$ cat config.mk
export PLATFORM = sky130hd
export DESIGN_NAME = wdt_keyed_top
export DESIGN_NICKNAME = d
export VERILOG_FILES = /design/src/rtl/wdt_pkg.sv /design/src/rtl/wdt_key_seq.sv /design/src/rtl/wdt_counter.sv /design/src/rtl/wdt_softrst.sv /design/src/rtl/wdt_keyed_top.sv
export SDC_FILE = /design/constraint.sdc
export NUM_CORES = 1
export LEC_CHECK = 0
export ABC_CLOCK_PERIOD_IN_PS = 2660
export BUFFER_PORTS_ARGS = -buffer_cell sky130_fd_sc_hd__buf_2
export CORE_AREA = 2 2 102 104
export CTS_CLUSTER_DIAMETER = 30
export DETAILED_ROUTE_END_ITERATION = 10
export DIE_AREA = 0 0 104 106
export GPL_TIMING_DRIVEN = 0
export PLACE_DENSITY_LB_ADDON = 0.25
export SLEW_MARGIN = 5
export SYNTH_ARGS = -nofsm -noshare
export SYNTH_HDL_FRONTEND = slang
export SYNTH_SLANG_ARGS = --single-unit
$ cat constraint.sdc
create_clock -name clk -period 2.66 [get_ports clk]
set_input_delay 0.399 -clock clk [delete_from_list [all_inputs] [get_ports clk]]
set_output_delay 0.399 -clock clk [all_outputs]
set_load 0.02 [all_outputs]
$ cat src/rtl/wdt_pkg.sv
package wdt_pkg;

    typedef enum logic [1:0] {
        K_IDLE,
        K_STOP_ARMED,
        K_START_ARMED
    } key_state_e;

    typedef enum logic {
        BLK_ACTIVE,
        BLK_SRESET
    } blk_state_e;

    localparam logic [7:0] OFS_CTRL  = 8'h10;
    localparam logic [7:0] OFS_STAT  = 8'h14;
    localparam logic [7:0] OFS_COUNT = 8'h28;
    localparam logic [7:0] OFS_LOAD  = 8'h2C;
    localparam logic [7:0] OFS_PEND  = 8'h34;
    localparam logic [7:0] OFS_KEY   = 8'h48;

    localparam int PEND_BIT  = 4;
    localparam int SRST_BIT  = 1;

    localparam logic [15:0] KEY_STOP_A  = 16'hAAAA;
    localparam logic [15:0] KEY_STOP_B  = 16'h5555;
    localparam logic [15:0] KEY_START_A = 16'hBBBB;
    localparam logic [15:0] KEY_START_B = 16'h4444;

endpackage

$ cat src/rtl/wdt_key_seq.sv
module wdt_key_seq
    import wdt_pkg::*;
#(
    parameter int PEND_CYCLES = 3
) (
    input  logic        clk,
    input  logic        rst_n,
    input  logic        clr,
    input  logic        key_wr,
    input  logic [15:0] key_val,
    output logic        pending,
    output logic        stop_pulse,
    output logic        start_pulse
);
    localparam int PW = $clog2(PEND_CYCLES + 1);

    key_state_e  state_q, state_d;
    logic [PW-1:0] pcnt_q;
    logic [15:0]   held_q;
    logic          accept, apply;

    assign accept  = key_wr && (pcnt_q == '0) && !clr;
    assign apply   = (pcnt_q == PW'(1)) && !clr;
    assign pending = (pcnt_q != '0);

    always_ff @(posedge clk or negedge rst_n) begin
        if (!rst_n) begin
            pcnt_q <= '0;
            held_q <= '0;
        end else if (clr) begin
            pcnt_q <= '0;
            held_q <= '0;
        end else if (accept) begin
            pcnt_q <= PW'(PEND_CYCLES);
            held_q <= key_val;
        end else if (pcnt_q != '0) begin
            pcnt_q <= pcnt_q - PW'(1);
        end
    end

    always_ff @(posedge clk or negedge rst_n) begin
        if (!rst_n)   state_q <= K_IDLE;
        else if (clr) state_q <= K_IDLE;
        else          state_q <= state_d;
    end

    always_comb begin
        state_d     = state_q;
        stop_pulse  = 1'b0;
        start_pulse = 1'b0;
        if (apply) begin
            unique case (state_q)
                K_IDLE: begin
                    if (held_q == KEY_STOP_A)       state_d = K_STOP_ARMED;
                    else if (held_q == KEY_START_A) state_d = K_START_ARMED;
                end
                K_STOP_ARMED: begin
                    if (held_q == KEY_STOP_B) begin
                        stop_pulse = 1'b1;
                        state_d    = K_IDLE;
                    end else if (held_q == KEY_STOP_A)  state_d = K_STOP_ARMED;
                    else if (held_q == KEY_START_A)     state_d = K_START_ARMED;
                    else                                state_d = K_IDLE;
                end
                K_START_ARMED: begin
                    if (held_q == KEY_START_B) begin
                        start_pulse = 1'b1;
                        state_d     = K_IDLE;
                    end else if (held_q == KEY_STOP_A)  state_d = K_STOP_ARMED;
                    else if (held_q == KEY_START_A)     state_d = K_START_ARMED;
                    else                                state_d = K_IDLE;
                end
                default: state_d = K_IDLE;
            endcase
        end
    end
endmodule

$ cat src/rtl/wdt_counter.sv
module wdt_counter #(
    parameter int          CW           = 32,
    parameter int          DIV          = 4,
    parameter logic [31:0] DEFAULT_LOAD = 32'hFFFF_0000
) (
    input  logic          clk,
    input  logic          rst_n,
    input  logic          clr,
    input  logic          stop,
    input  logic          start,
    input  logic          load_wr,
    input  logic [CW-1:0] load_val,
    output logic [CW-1:0] count,
    output logic [CW-1:0] load_q,
    output logic          running,
    output logic          expire
);
    localparam int            DW   = (DIV > 1) ? $clog2(DIV) : 1;
    localparam logic [CW-1:0] TOP  = '1;
    localparam logic [CW-1:0] DEFL = DEFAULT_LOAD[CW-1:0];

    logic [DW-1:0] pre_q;
    logic          tick;

    assign tick = (pre_q == DW'(DIV - 1));

    always_ff @(posedge clk or negedge rst_n) begin
        if (!rst_n) begin
            pre_q   <= '0;
            count   <= DEFL;
            load_q  <= DEFL;
            running <= 1'b1;
            expire  <= 1'b0;
        end else if (clr) begin
            pre_q   <= '0;
            count   <= DEFL;
            load_q  <= DEFL;
            running <= 1'b1;
            expire  <= 1'b0;
        end else begin
            expire <= 1'b0;
            if (stop)       running <= 1'b0;
            else if (start) running <= 1'b1;
            if (load_wr) begin
                load_q <= load_val;
                count  <= load_val;
                pre_q  <= '0;
            end else if (running) begin
                pre_q <= tick ? '0 : pre_q + DW'(1);
                if (tick) begin
                    if (count == TOP) begin
                        count  <= load_q;
                        expire <= 1'b1;
                    end else begin
                        count <= count + CW'(1);
                    end
                end
            end
        end
    end
endmodule

$ cat src/rtl/wdt_softrst.sv
module wdt_softrst
    import wdt_pkg::*;
#(
    parameter int BUSY_CYCLES = 4
) (
    input  logic clk,
    input  logic rst_n,
    input  logic srst_req,
    output logic busy,
    output logic done
);
    localparam int BW = $clog2(BUSY_CYCLES + 1);

    blk_state_e   state_q, state_d;
    logic [BW-1:0] cnt_q;

    always_ff @(posedge clk or negedge rst_n) begin
        if (!rst_n) begin
            state_q <= BLK_ACTIVE;
            cnt_q   <= '0;
        end else begin
            state_q <= state_d;
            if (state_q == BLK_ACTIVE && srst_req) cnt_q <= BW'(BUSY_CYCLES);
            else if (cnt_q != '0)                  cnt_q <= cnt_q - BW'(1);
        end
    end

    always_comb begin
        state_d = state_q;
        unique case (state_q)
            BLK_ACTIVE: if (srst_req)          state_d = BLK_SRESET;
            BLK_SRESET: if (cnt_q == BW'(1))   state_d = BLK_ACTIVE;
            default:                           state_d = BLK_ACTIVE;
        endcase
    end

    always_comb begin
        busy = (state_q == BLK_SRESET);
        done = (state_q == BLK_ACTIVE);
    end
endmodule

$ cat src/rtl/wdt_keyed_top.sv
module wdt_keyed_top
    import wdt_pkg::*;
#(
    parameter int          DIV          = 4,
    parameter int          PEND_CYCLES  = 3,
    parameter int          BUSY_CYCLES  = 4,
    parameter logic [31:0] DEFAULT_LOAD = 32'hFFFF_0000
) (
    input  logic        clk,
    input  logic        rst_n,
    input  logic        bus_wr,
    input  logic [7:0]  bus_addr,
    input  logic [31:0] bus_wdata,
    output logic [31:0] bus_rdata,
    output logic        wdt_reset_req
);
    logic        key_pend, stop_p, start_p;
    logic        busy, done, running;
    logic [31:0] count, load_q;
    logic        wr_key, wr_load, srst_req;

    assign wr_key   = bus_wr && (bus_addr == OFS_KEY);
    assign wr_load  = bus_wr && (bus_addr == OFS_LOAD) && !busy;
    assign srst_req = bus_wr && (bus_addr == OFS_CTRL) && bus_wdata[SRST_BIT];

    wdt_softrst #(.BUSY_CYCLES(BUSY_CYCLES)) u_srst (
        .clk(clk), .rst_n(rst_n), .srst_req(srst_req), .busy(busy), .done(done)
    );

    wdt_key_seq #(.PEND_CYCLES(PEND_CYCLES)) u_keys (
        .clk(clk), .rst_n(rst_n), .clr(busy), .key_wr(wr_key),
        .key_val(bus_wdata[15:0]), .pending(key_pend),
        .stop_pulse(stop_p), .start_pulse(start_p)
    );

    wdt_counter #(.CW(32), .DIV(DIV), .DEFAULT_LOAD(DEFAULT_LOAD)) u_cnt (
        .clk(clk), .rst_n(rst_n), .clr(busy), .stop(stop_p), .start(start_p),
        .load_wr(wr_load), .load_val(bus_wdata), .count(count), .load_q(load_q),
        .running(running), .expire(wdt_reset_req)
    );

    always_comb begin
        bus_rdata = '0;
        unique case (bus_addr)
            OFS_STAT:  bus_rdata[0] = done;
            OFS_COUNT: bus_rdata = count;
            OFS_LOAD:  bus_rdata = load_q;
            OFS_PEND:  bus_rdata[PEND_BIT] = key_pend;
            default:   bus_rdata = '0;
        endcase
    end
endmodule

# Yosys cells after proc, flatten, opt, wreduce, memory -nomap -nowiden
# Cells that the tools add are included.
dict set report word_totals {
  register_bits 92
  output_inout_bits 33
}
dict set report op_classes {
  addsub 4
  eq_ne 17
  muxes 48
  bitwise_logic 1
  n_reduce_logical 24
}
# op count
set ops {}
lappend ops {{$mux W32} 7}
lappend ops {{$pmux W27 S2} 1}
lappend ops {{$add A32 B1 Y32 const B} 1}
lappend ops {{$eq A16 B15 Y1 const B} 2}
lappend ops {{$eq A16 B16 Y1 const B} 2}
lappend ops {{$eq A32 B32 Y1 const B} 1}
lappend ops {{$mux W16} 2}
lappend ops {{$mux W2} 15}
lappend ops {{$eq A8 B6 Y1 const B} 3}
lappend ops {{$eq A8 B5 Y1 const B} 2}
lappend ops {{$mux W1} 16}
lappend ops {{$reduce_bool A3 Y1} 5}
lappend ops {{$reduce_bool A2 Y1} 5}
lappend ops {{$logic_and A1 B1 Y1} 9}
lappend ops {{$eq A8 B7 Y1 const B} 1}
lappend ops {{$mux W3} 2}
lappend ops {{$pmux W1 S3} 2}
lappend ops {{$pmux W2 S3} 1}
lappend ops {{$pmux W3 S2} 1}
lappend ops {{$eq A2 B1 Y1 const B} 2}
lappend ops {{$eq A2 B2 Y1 const B} 2}
lappend ops {{$logic_not A2 Y1} 2}
lappend ops {{$ne A4 B2 Y1 const B} 1}
lappend ops {{$reduce_and A2 Y1} 2}
lappend ops {{other kinds (7)} 7}

# Longest topological paths before layout
# Gate-level depths: netlist of the first run.
dict set report depth {
  word_depth 7
  depth_mapped 9
  depth_no_buf 6
}

# By module
# Synthesis of the first run repeated with hierarchy kept, for this count alone.
dict set report unflattened {
  cells_unflattened 658
  area_unflattened_um2 5804.3
}
# mod instances cells_per_inst area_each_um2
set by_module_without_submodules {}
lappend by_module_without_submodules {wdt_counter 1 442 3968.8}
lappend by_module_without_submodules {wdt_key_seq 1 106 977.2}
lappend by_module_without_submodules {wdt_keyed_top 1 89 643.1}
lappend by_module_without_submodules {wdt_softrst 1 21 215.2}

# Worst setup path before layout of the first run
# Ideal clock, no wire load.
dict set report synth_timing {
  path_kind {input port to output port}
  start {input port bus_addr[7]}
  end {output port bus_rdata[0]}
  arrival_ns 1.843
  setup_slack_ns 0.418
  cell_stages 4
  path_buffers 0
  cell_sequence {or4b_2 -> nor3_1 -> a31oi_1 -> o21ai_0}
}
dict set report synth_between {
  elab_chain_cells 2
  elab_cells_between_ends 4
  classes_between {eq/ne: 3; mux: 1}
}
# item line_no
set synth_lines {}
lappend synth_lines {{start: declaration} wdt_keyed_top.sv:12} ;# input logic [7:0] bus_addr,
lappend synth_lines {{$eq A8 B6 Y1 or $eq A8 B5 Y1 (tied branches)} wdt_keyed_top.sv:44} ;# unique case (bus_addr)
lappend synth_lines {{$pmux W1 S3 *} wdt_keyed_top.sv:44}
lappend synth_lines {{end: declaration} wdt_keyed_top.sv:14} ;# output logic [31:0] bus_rdata,
# Every way passes the cells marked *; elsewhere a longest branch is shown, timed or not.

# Worst setup path in the final report of the first run
dict set report layout_timing {
  start {input port bus_addr[7]}
  end {output port bus_rdata[9]}
}
dict set report layout_between {
  elab_chain_cells 2
  elab_cells_between_ends 3
  classes_between {eq/ne: 2; mux: 1}
}
# item line_no
set layout_lines {}
lappend layout_lines {{$eq A8 B6 Y1} wdt_keyed_top.sv:44}
lappend layout_lines {{$pmux W27 S2 *} wdt_keyed_top.sv:44}
# Marks and branches as above.

==> results.txt, run 1 <==
Clock Power Share: 22.2%
htree depth: 3
sw frac: 37.9%
DR pass1 iterations: 6
largest family of logic cells by synthesized area: simple AND/OR/NAND/NOR gates
final routed DRC violation total: 0
post-synthesis sequential area ratio: 41.5%
diode count: 0
Post-DP HPWL: 12.7 mm
insertion delay to the later sink of the worst-skew pair: 380 ps
CP Launch Type: primary input
total routed wirelength: 17.8 mm
CTS tree: built
Placed Cells: 836
Placement Rows: 37
initial antenna violation count: 0
port bufs: 74
Fill cells: 887
Int Power: 2.73 mW
Via Count: 5567
final number of setup-violating endpoints: 0
GRT Util Overall: 32.6%
post-route cell area: 6480 sq um
most frequent cells after synthesis: nand2_1 (82), dfrtp_1 (59), nor2_1 (48)
Synth Area in Adders: 1.55%
most numerous cell in the Yosys netlist: nand2_1
Vias/cell: 6.50
nets: 765
total power: 4.39 mW
gr ovfl total: 0
Die Ht: 106 um
Final Skew: 13.4 ps
Most used DFF post-synth: dfrtp_1
outcome: completed
initial cell density of the core: 56.4%
Synth Area in Simple Gates: 24.0%
critical path class: in2out
pwr dens: 678 nW/um^2
Max Slew Vio Count: 0
P&R area growth vs syn: 14.9%
syn_area_per_cell: 9.02 sq um
Psw: 1.67 mW
Routed Antenna Nets: 0
post-synth top area share: 26.2%
Core ar.: 10000 sq um
RSZ-0062 raised after global routing: no
I/O Pins: 76
async set-reset flop share out of synthesis: 100%
CTS root buf: clkbuf_8
Post-Layout Cell Count: 856
Max Cap Violations: 0
CP Capture Type: output pin
DR iter-0 viols: 433
Ys Warns: 0
CTS buffer count: 9
Cell Area, Placed: 6210 sq um
CTS Hold Bufs: 0
vias in the first global route: 5369
Synth Cell Area: 5640 sq um
Worst Path Arrival: 2210 ps
mux cell area share after synthesis: 3.57%
Max Clk Rate: 384 MHz
Die W: 104 um
Hold Path Class: in2async
largest net degree at the start of global routing: 48
Post-synth EDFFs: 0
worst slew pin tran: 753 ps
Max VDD drop: 0.409 mV
Yosys cell types: 65
CTS clk-pin slew, worst paths: 90 ps
# clock sinks: 92
Seq pwr share: 44.7%
Synth area leaders: dfrtp_1 (26%), dfstp_2 (15%), nand2_1 (5.5%), a22o_1 (4.7%), a21oi_1 (4.0%)
WL per Instance: 20.8 um
CP required: 2260 ps
relative slew slack: 49.4%
deepest clock path buffer count: 2
Compound-Gate Fraction of Synth Area: 21.3%
Final Util: 64.8%
first-pass GRT wire length: 27.9 mm
die area: 11000 sq um
endpoints failing hold: 0
routability cong.: 0.971
Syn Inst Count: 625
Synth Area in XOR/XNOR: 3.26%
#FFs+latches synth: 92
period utilization: 98.0%
Synth Net Count: 675
Comb power frac: 33.2%
top cell type by total area after synthesis: dfrtp_1
Pleak: 2.96 nW
CP max FO: 10
crit path time final: 2610 ps
share of layout cells above drive strength 1: 24.2%
[per-layer routing]
layer  part of all wire, %  vias up  track usage (%)
met4                   5.1        0             19.7
met3                   8.2       67             5.76
li1                      -     2499                -
met1                    41     2704             41.1
met5                     0        -                0
met2                    46      297             52.5
[path summary, 6_finish.rpt]
kind / startpoint / to / slack (ps) / depth (start not counted)
max in group asynchronous: rst_n / u_cnt.load_q[16] / 1930 / 2
min in group clk: bus_wdata[31] / u_cnt.load_q[31] / 240 / 3
max reg2reg: u_cnt.pre_q[0] / u_cnt.count[11] / 140 / 7
min reg2reg: u_cnt.load_q[19] / u_cnt.load_q[19] / 470 / 2
max: bus_addr[7] / bus_rdata[9] / 50 / 7
min: rst_n / u_srst.busy / 40 / 1
[power groups by stage]
stage	sequential (mW)	clock, mW	combinational (mW)
detailed placement	1.97	0	1.41
finish	1.96	0.975	1.46
global placement	1.95	0	1.35
floorplan	1.89	0	1.06
CTS	1.95	0.982	1.43
global route	1.99	1.03	1.61
[state kept, by name, indices dropped and copies added (netlist names)]
signal / flops
u_cnt.count: 32
u_cnt.expire: 1
u_cnt.load_q: 32
u_cnt.pre_q: 2
u_cnt.running: 1
u_keys.held_q: 16
u_keys.pcnt_q: 2
u_keys.state_q: 2
u_srst.busy: 1
u_srst.cnt_q: 3
[worst max-delay path, cell delays in order]
cell      delay, ps
buf_2           130
nor4b_2         400
and4b_1         250
clkbuf_1        280
buf_2           350
a22o_1          230
buf_2           170
[what timing repair did]
action	4_1_cts	5_1_grt
pin swaps	0	1
gates cloned	0	0
setup buffers	0	4
setup endpoints to repair	36	31
gates resized for setup	9	7
[logic make-up after synthesis]
| kind of cell | Yosys count |
|---|---|
| AO/OA/AOI/OAI | 173 |
| XOR/XNOR | 21 |
| adder cells (fa/ha/maj) | 7 |
| buffers and inverters | 60 |
| flip-flops | 92 |
| multiplexers | 20 |
| AND/OR/NAND/NOR | 252 |
[per-stage QoR]
stage	hold WS (ps)	TNS, ps	setup WS (ps)
6_report	41.0	0	52.8
5_1_grt	93.9	0	3.93
4_1_cts	50.4	0	35.4
3_5_place_dp	457	-10570	-407
3_3_place_gp	454	-8690	-347
2_1_floorplan	103	0	418
[layout by cell type, fill, tap and decap left out, types with 9 or more instances in the layout]
cell type / synthesis / layout
dfrtp_1: 59 / 59
inv_1: 11 / 11
nor2_1: 48 / 48
a22o_1: 30 / 30
clkbuf_8: 0 / 9
a22oi_1: 10 / 10
o21ai_0: 27 / 27
buf_2: 14 / 89
dfstp_2: 33 / 33
nand3_1: 21 / 21
nor3_1: 11 / 10
a31oi_1: 14 / 14
a21oi_1: 45 / 45
and2_1: 10 / 10
xnor2_1: 14 / 14
clkbuf_1: 25 / 18
buf_4: 6 / 11
nor4_1: 13 / 12
and3_1: 14 / 14
mux2i_1: 19 / 19
nand2_1: 82 / 82
nand4_1: 14 / 14
[cell type report]
type	count	area, sq um	area share, %
multi-input combinational	473	3060	47.2
sequential	92	2340	36.2
timing repair buffer	79	430	6.64
buffer	49	238	3.67
tap	136	170	2.63
clock buffer	9	124	1.91
clock inverter	7	73.8	1.14
inverter	11	41.3	0.637
No activity file was read; power rests on OpenSTA's default activity.
==> inputs of run 2 (changes only) <==
ABC_AREA = 1   (was not set)
CORE_AREA = 2 2 106 108   (was 2 2 102 104)
DIE_AREA = 0 0 108 110   (was 0 0 104 106)
==> results.txt, run 2 <==
outcome: completed
endpoints failing hold: 0 (unchanged)
Core ar.: 10700 sq um (+7.0%)
largest net degree at the start of global routing: 57 (+19%)
first-pass GRT wire length: 29.3 mm (+4.8%)
final routed DRC violation total: 0 (unchanged)
syn_area_per_cell: 6.73 sq um (-25%)
#FFs+latches synth: 92 (unchanged)
hold_ws: 244 ps (+203 ps)
Fill cells: 1034 (+17%)
routing usage on met1: 47.9% (+6.8 points)
met2 Usage GRT: 48.6% (-4.0 points)
CP max FO: 10 (unchanged)
Post-DP HPWL: 13.8 mm (+8.1%)
Most used DFF post-synth: dfrtp_1
Synth area leaders: dfrtp_1 (24%), nand2_1 (18%), dfstp_2 (14%), inv_1 (7.6%), nor2_1 (5.9%)
RSZ-0062 raised after global routing: no
post-synthesis sequential area ratio: 38.1% (-3.4 points)
Slowest cell on crit path: clkbuf_2
Die Ht: 110 um (+3.8%)
vias in the first global route: 5692 (+6.0%)
deepest clock path buffer count: 2 (unchanged)
Final Skew: 15.5 ps (+2.08 ps)
Placement Rows: 38 (+2.7%)
most numerous cell in the Yosys netlist: nand2_1
I/O Pins: 76 (unchanged)
P&R area growth vs syn: 13.4%
pwr dens: 680 nW/um^2 (+0.27%)
nets: 1051 (+37%)
async set-reset flop share out of synthesis: 100% (unchanged)
total power: 4.74 mW (+8.0%)
Post-Layout Cell Count: 1146 (+34%)
DR iter-0 viols: 618 (+43%)
most frequent cell on the critical path: buf_2
final number of setup-violating endpoints: 0 (unchanged)
CP cell instances: buf_2 -> or2_4 -> nor3_1 -> nand2_1 -> clkbuf_2 -> o22ai_1 -> buf_2
Final WS setup: 33.4 ps (-19.5 ps)
crit path time final: 2630 ps (+19.5 ps)
Vias/cell: 5.54 (-15%)
post-synth top area share: 24.0% (-2.2 points)
Max Slew Vio Count: 0 (unchanged)
Post-synth EDFFs: 0 (unchanged)
CTS root buf: clkbuf_8
Routed Antenna Nets: 0 (unchanged)
CP Capture Type: output pin
Worst Path Arrival: 2230 ps (+20 ps)
top cell type by total area after synthesis: dfrtp_1
commonest non-fill, non-tap cell in the layout: nand2_1
Ys Warns: 0 (unchanged)
Synth Cell Area: 6150 sq um (+9.1%)
port bufs: 75 (+1.4%)
most frequent cells in the layout: nand2_1 (301), inv_1 (124), nor2_1 (97), buf_2 (82), nand3_1 (72)
Largest regs: u_cnt.count: 32 flops, u_cnt.load_q: 32 flops, u_keys.held_q: 16 flops
routability cong.: 0.945 (-2.6%)
worst slew pin tran: 632 ps (-121 ps)
CTS tree: built
CTS buffer count: 9 (unchanged)
WL per Instance: 16.2 um (-22%)
most frequent cells after synthesis: nand2_1 (302), inv_1 (124), nor2_1 (97)
period utilization: 98.7% (+0.73 points)
Synth Net Count: 964 (+43%)
relative slew slack: 57.9% (+8.4 points)
Max VDD drop: 0.493 mV (+21%)
CP Launch Type: primary input
critical path class: in2out
initial antenna violation count: 0 (unchanged)
insertion delay to the later sink of the worst-skew pair: 380 ps (about the same)
initial cell density of the core: 57.5% (+1.1 points)
TNS Setup: 0 ps (unchanged)
Yosys cell types: 44 (-32%)
Via Count: 6353 (+14%)
Max Clk Rate: 381 MHz (-0.74%)
share of layout cells above drive strength 1: 17.5% (-6.7 points)
Max Cap Violations: 0 (unchanged)
Hold Path Class: in2reg
GRT Util Overall: 32.4% (-0.13 points)
Die W: 108 um (+3.8%)
CP required: 2260 ps (about the same)
htree depth: 3 (unchanged)
DR pass1 iterations: 6 (unchanged)
gr ovfl total: 0 (unchanged)
post-route cell area: 6980 sq um (+7.7%)
dpl ws: -40.8 ps (+366 ps)
Syn Inst Count: 914 (+46%)
# clock sinks: 92 (unchanged)
Placed Cells: 1130 (+35%)
Pleak: 3.87 nW (+31%)
slowest cell delay on critical path: 360 ps (-40 ps)
GRT met3 Usage: 5.82% (+0.057 points)
CTS clk-pin slew, worst paths: 100 ps (about the same)
diode count: 0 (unchanged)
global routing's busiest layer: met2
total routed wirelength: 18.5 mm (+4.1%)
die area: 11900 sq um (+7.8%)
Final Util: 65.2% (+0.43 points)
Cell Area, Placed: 6730 sq um (+8.4%)
[run 2: cell types whose count changed in the layout (fill, tap and decap cells not counted), moves of 19 or more]
cell / before / now
a21oi_1: 45 / 20
inv_1: 11 / 124
a22o_1: 30 / 1
mux2i_1: 19 / 0
nor2_1: 48 / 97
nand3_1: 21 / 72
o21ai_0: 27 / 57
nand2_1: 82 / 301
[run 2: power breakdown]
group | switching [mW] | internal (mW) | total (mW)
Combinational | 0.952 | 0.581 | 1.53
Clock | 0.550 | 0.564 | 1.11
Sequential | 0.333 | 1.77 | 2.10
Total | 1.83 | 2.91 | 4.74
[run 2: repair_timing]
item | in CTS | in global routing
hold buffers | 1 | 0
endpoints found under the setup margin | 4 | 12
resized for setup | 1 | 7
hold endpoints to repair | 3 | 0
setup buffers | 0 | 0
[run 2: critical path: cells and delay by family]
| kind | cells | cell delay [ps] |
|---|---|---|
| buf+inv | 3 | 670 |
| simple gates | 3 | 880 |
| compound gates | 1 | 270 |
[run 2: logic make-up (layout without fill, tap and decap cells)]
group	count (synthesis)	count (layout)	share of synthesized area [%]
buffers and inverters	156	248	10.5
AOI/OAI and AO/OA	124	124	11.7
and+or+nand+nor	526	526	37.1
adders and majority gates	7	7	1.42
DFF	92	92	38.1
xor gates and xnor gates	9	9	1.28
[run 2: cell type report]
type	instances	area (sq um)	share of cell area [%]
repair buffers	77	415	5.95
flip-flops and latches	92	2340	33.6
multi-input cells	666	3170	45.4
plain buffers	26	159	2.28
clock inverters	6	93.8	1.35
clock buffers	10	138	1.97
well taps	140	175	2.51
inverters	129	487	6.98
[run 2: worst paths after layout]
| path | slack, ps | cells after the start | from | to |
|---|---|---|---|---|
| setup / recovery | 30 | 7 | bus_addr[1] | bus_rdata[11] |
| hold / removal | 240 | 2 | bus_wdata[21] | u_cnt.load_q[21] |
| setup reg to reg | 570 | 7 | u_srst.busy | u_cnt.count[25] |
| hold reg to reg | 480 | 2 | u_keys.pcnt_q[1] | u_keys.pcnt_q[1] |
| max in group asynchronous | 1430 | 3 | rst_n | u_cnt.running |
| min in group asynchronous | 530 | 2 | rst_n | u_keys.state_q[0] |
[run 2: metal layers]
metal	vias to the layer above	routed length, um
li1	3077	-
met1	2900	8370
met2	343	8010
met3	33	1810
met4	0	356
met5	-	0
==> inputs of run 3 (changes only) <==
==> constraint.sdc (replaced) <==
create_clock -name clk -period 2.66 [get_ports clk]
set_input_delay 0.133 -clock clk [delete_from_list [all_inputs] [get_ports clk]]
set_output_delay 0.133 -clock clk [all_outputs]
set_load 0.02 [all_outputs]
==> results.txt, run 3 (synthesized netlist as in run 2, its figures left out) <==
outcome: completed
hold_sp: bus_wdata[5]
vias in the first global route: 5718 (+0.46%)
P&R area growth vs syn: 14.9%
WHS Path Cells: 3 (+1)
R2R Path End: u_cnt.count[26]
Core ar.: 10700 sq um (unchanged)
Max Slew Vio Count: 0 (unchanged)
Vias/cell: 5.53 (-0.16%)
routability cong.: 0.945 (unchanged)
Reg2Reg Depth: 9 (+2)
largest net degree at the start of global routing: 57 (unchanged)
most frequent cells in the layout: nand2_1 (302), inv_1 (124), nor2_1 (97), buf_2 (82), nand3_1 (72)
gr ovfl total: 0 (unchanged)
Worst Path Arrival: 2100 ps (-130 ps)
nets: 1061 (+0.95%)
Final Skew: 15.3 ps (-0.168 ps)
port bufs: 75 (unchanged)
Max VDD drop: 0.492 mV (-0.11%)
deepest clock path buffer count: 2 (unchanged)
CP Launch Type: primary input
initial cell density of the core: 57.5% (unchanged)
critical path class: in2out
die area: 11900 sq um (unchanged)
CTS tree: built
GRT Util Overall: 32.6% (+0.11 points)
DR iter-0 viols: 697 (+13%)
initial antenna violation count: 0 (unchanged)
htree depth: 3 (unchanged)
Final Util: 66.1% (+0.87 points)
CP required: 2530 ps (+270 ps)
Largest regs: u_cnt.count: 32 flops, u_cnt.load_q: 32 flops, u_keys.held_q: 16 flops
Via Count: 6398 (+0.71%)
CTS root buf: clkbuf_8
relative slew slack: 51.0% (-6.9 points)
CP max FO: 10 (unchanged)
final number of setup-violating endpoints: 0 (unchanged)
Die W: 108 um (unchanged)
crit path time final: 2230 ps (-393 ps)
diode count: 0 (unchanged)
DR pass1 iterations: 5 (-1)
hold worst-path end: u_keys.held_q[5]
Pleak: 3.90 nW (+0.80%)
I/O Pins: 76 (unchanged)
period utilization: 84.0% (-15 points)
insertion delay to the later sink of the worst-skew pair: 380 ps (about the same)
total routed wirelength: 18.6 mm (+0.12%)
worst slew pin tran: 736 ps (+104 ps)
CTS clk-pin slew, worst paths: 110 ps (about the same)
r2r startpoint: u_cnt.count[0]
WL per Instance: 16.1 um (-0.74%)
FF-to-FF setup slack: 560 ps (about the same)
endpoints failing hold: 0 (unchanged)
CTS buffer count: 9 (unchanged)
commonest non-fill, non-tap cell in the layout: nand2_1
CP Capture Type: output pin
Max Clk Rate: 448 MHz (+18%)
TNS Setup: 0 ps (unchanged)
Die Ht: 110 um (unchanged)
Placement Rows: 38 (unchanged)
RSZ-0062 raised after global routing: no
# clock sinks: 92 (unchanged)
Routed Antenna Nets: 0 (unchanged)
first-pass GRT wire length: 29.4 mm (+0.36%)
pwr dens: 672 nW/um^2 (-1.2%)
final routed DRC violation total: 0 (unchanged)
Max Cap Violations: 0 (unchanged)
Post-DP HPWL: 13.8 mm (unchanged)
Hold Path Class: in2reg
share of layout cells above drive strength 1: 16.8% (-0.66 points)
==> run 3: cell types whose count changed in the layout (fill, tap and decap cells not counted) <==
cell           change
nand2_2            -1
clkbuf_2           -4
clkbuf_1           +4
nand2_1            +1
dlygate4sd3_1     +10
==> run 3: worst max-delay path, cell delays in order <==
cell      delay [ps]
buf_2             90
or2_4            270
nor3_1           280
nand2_1          340
clkbuf_1         430
o22ai_1          320
buf_2            220
==> run 3: final cells by class <==
type,count,area (sq um)
plain buffers,26,154
clock buffers,10,138
clock inverters,6,93.8
fillers,1022,3630
inverters,129,487
multi-input cells,666,3160
flip-flops and latches,92,2340
well taps,140,175
repair buffers,87,515
==> run 3: layer usage <==
layer | part of all wire [%] | GRT usage [%]
met5 | 0 | 0
met2 | 43 | 48.9
met4 | 2.4 | 9.98
met1 | 46 | 48.1
met3 | 8.9 | 5.70
==> run 3: metrics by stage <==
stage | hold slack (ps) | std cells | setup slack, ps | area [sq um] | total power, mW
5_1_grt | 9.89 | 1156 | 309 | 7070 | 5.08
2_1_floorplan | -163 | 914 | 1050 | 6150 | 3.20
3_5_place_dp | 142 | 1130 | 491 | 6730 | 3.61
4_1_cts | 1.67 | 1157 | 117 | 7070 | 4.74
3_3_place_gp | 368 | 1129 | 538 | 6700 | 3.57
6_report | 5.93 | 1156 | 426 | 7070 | 4.75
==> run 3: timing repair <==
item | 4_1_cts | 5_1_grt
gates resized for setup | 0 | 0
buffers inserted | 0 | 0
endpoints found under the hold margin | 22 | 0
hold buffers | 11 | 0
endpoints found under the setup margin | 0 | 1
==> run 3: worst max-delay path by stage <==
stage | startpoint | end | slack, ps | cells after the start
floorplan | u_cnt.count[0] | u_cnt.count[15] | 1050 | 11
global placement | rst_n | u_cnt.count[15] | 540 | 1
detailed placement | bus_addr[7] | bus_rdata[7] | 490 | 8
CTS | u_srst.busy | bus_rdata[0] | 120 | 7
global route | u_srst.busy | bus_rdata[0] | 310 | 6
finish | bus_addr[1] | bus_rdata[11] | 430 | 7
==> run 3: where the power goes <==
group | switching (mW) | internal (mW)
Clock | 0.549 | 0.564
Combinational | 0.952 | 0.590
Sequential | 0.331 | 1.77
Total | 1.83 | 2.92
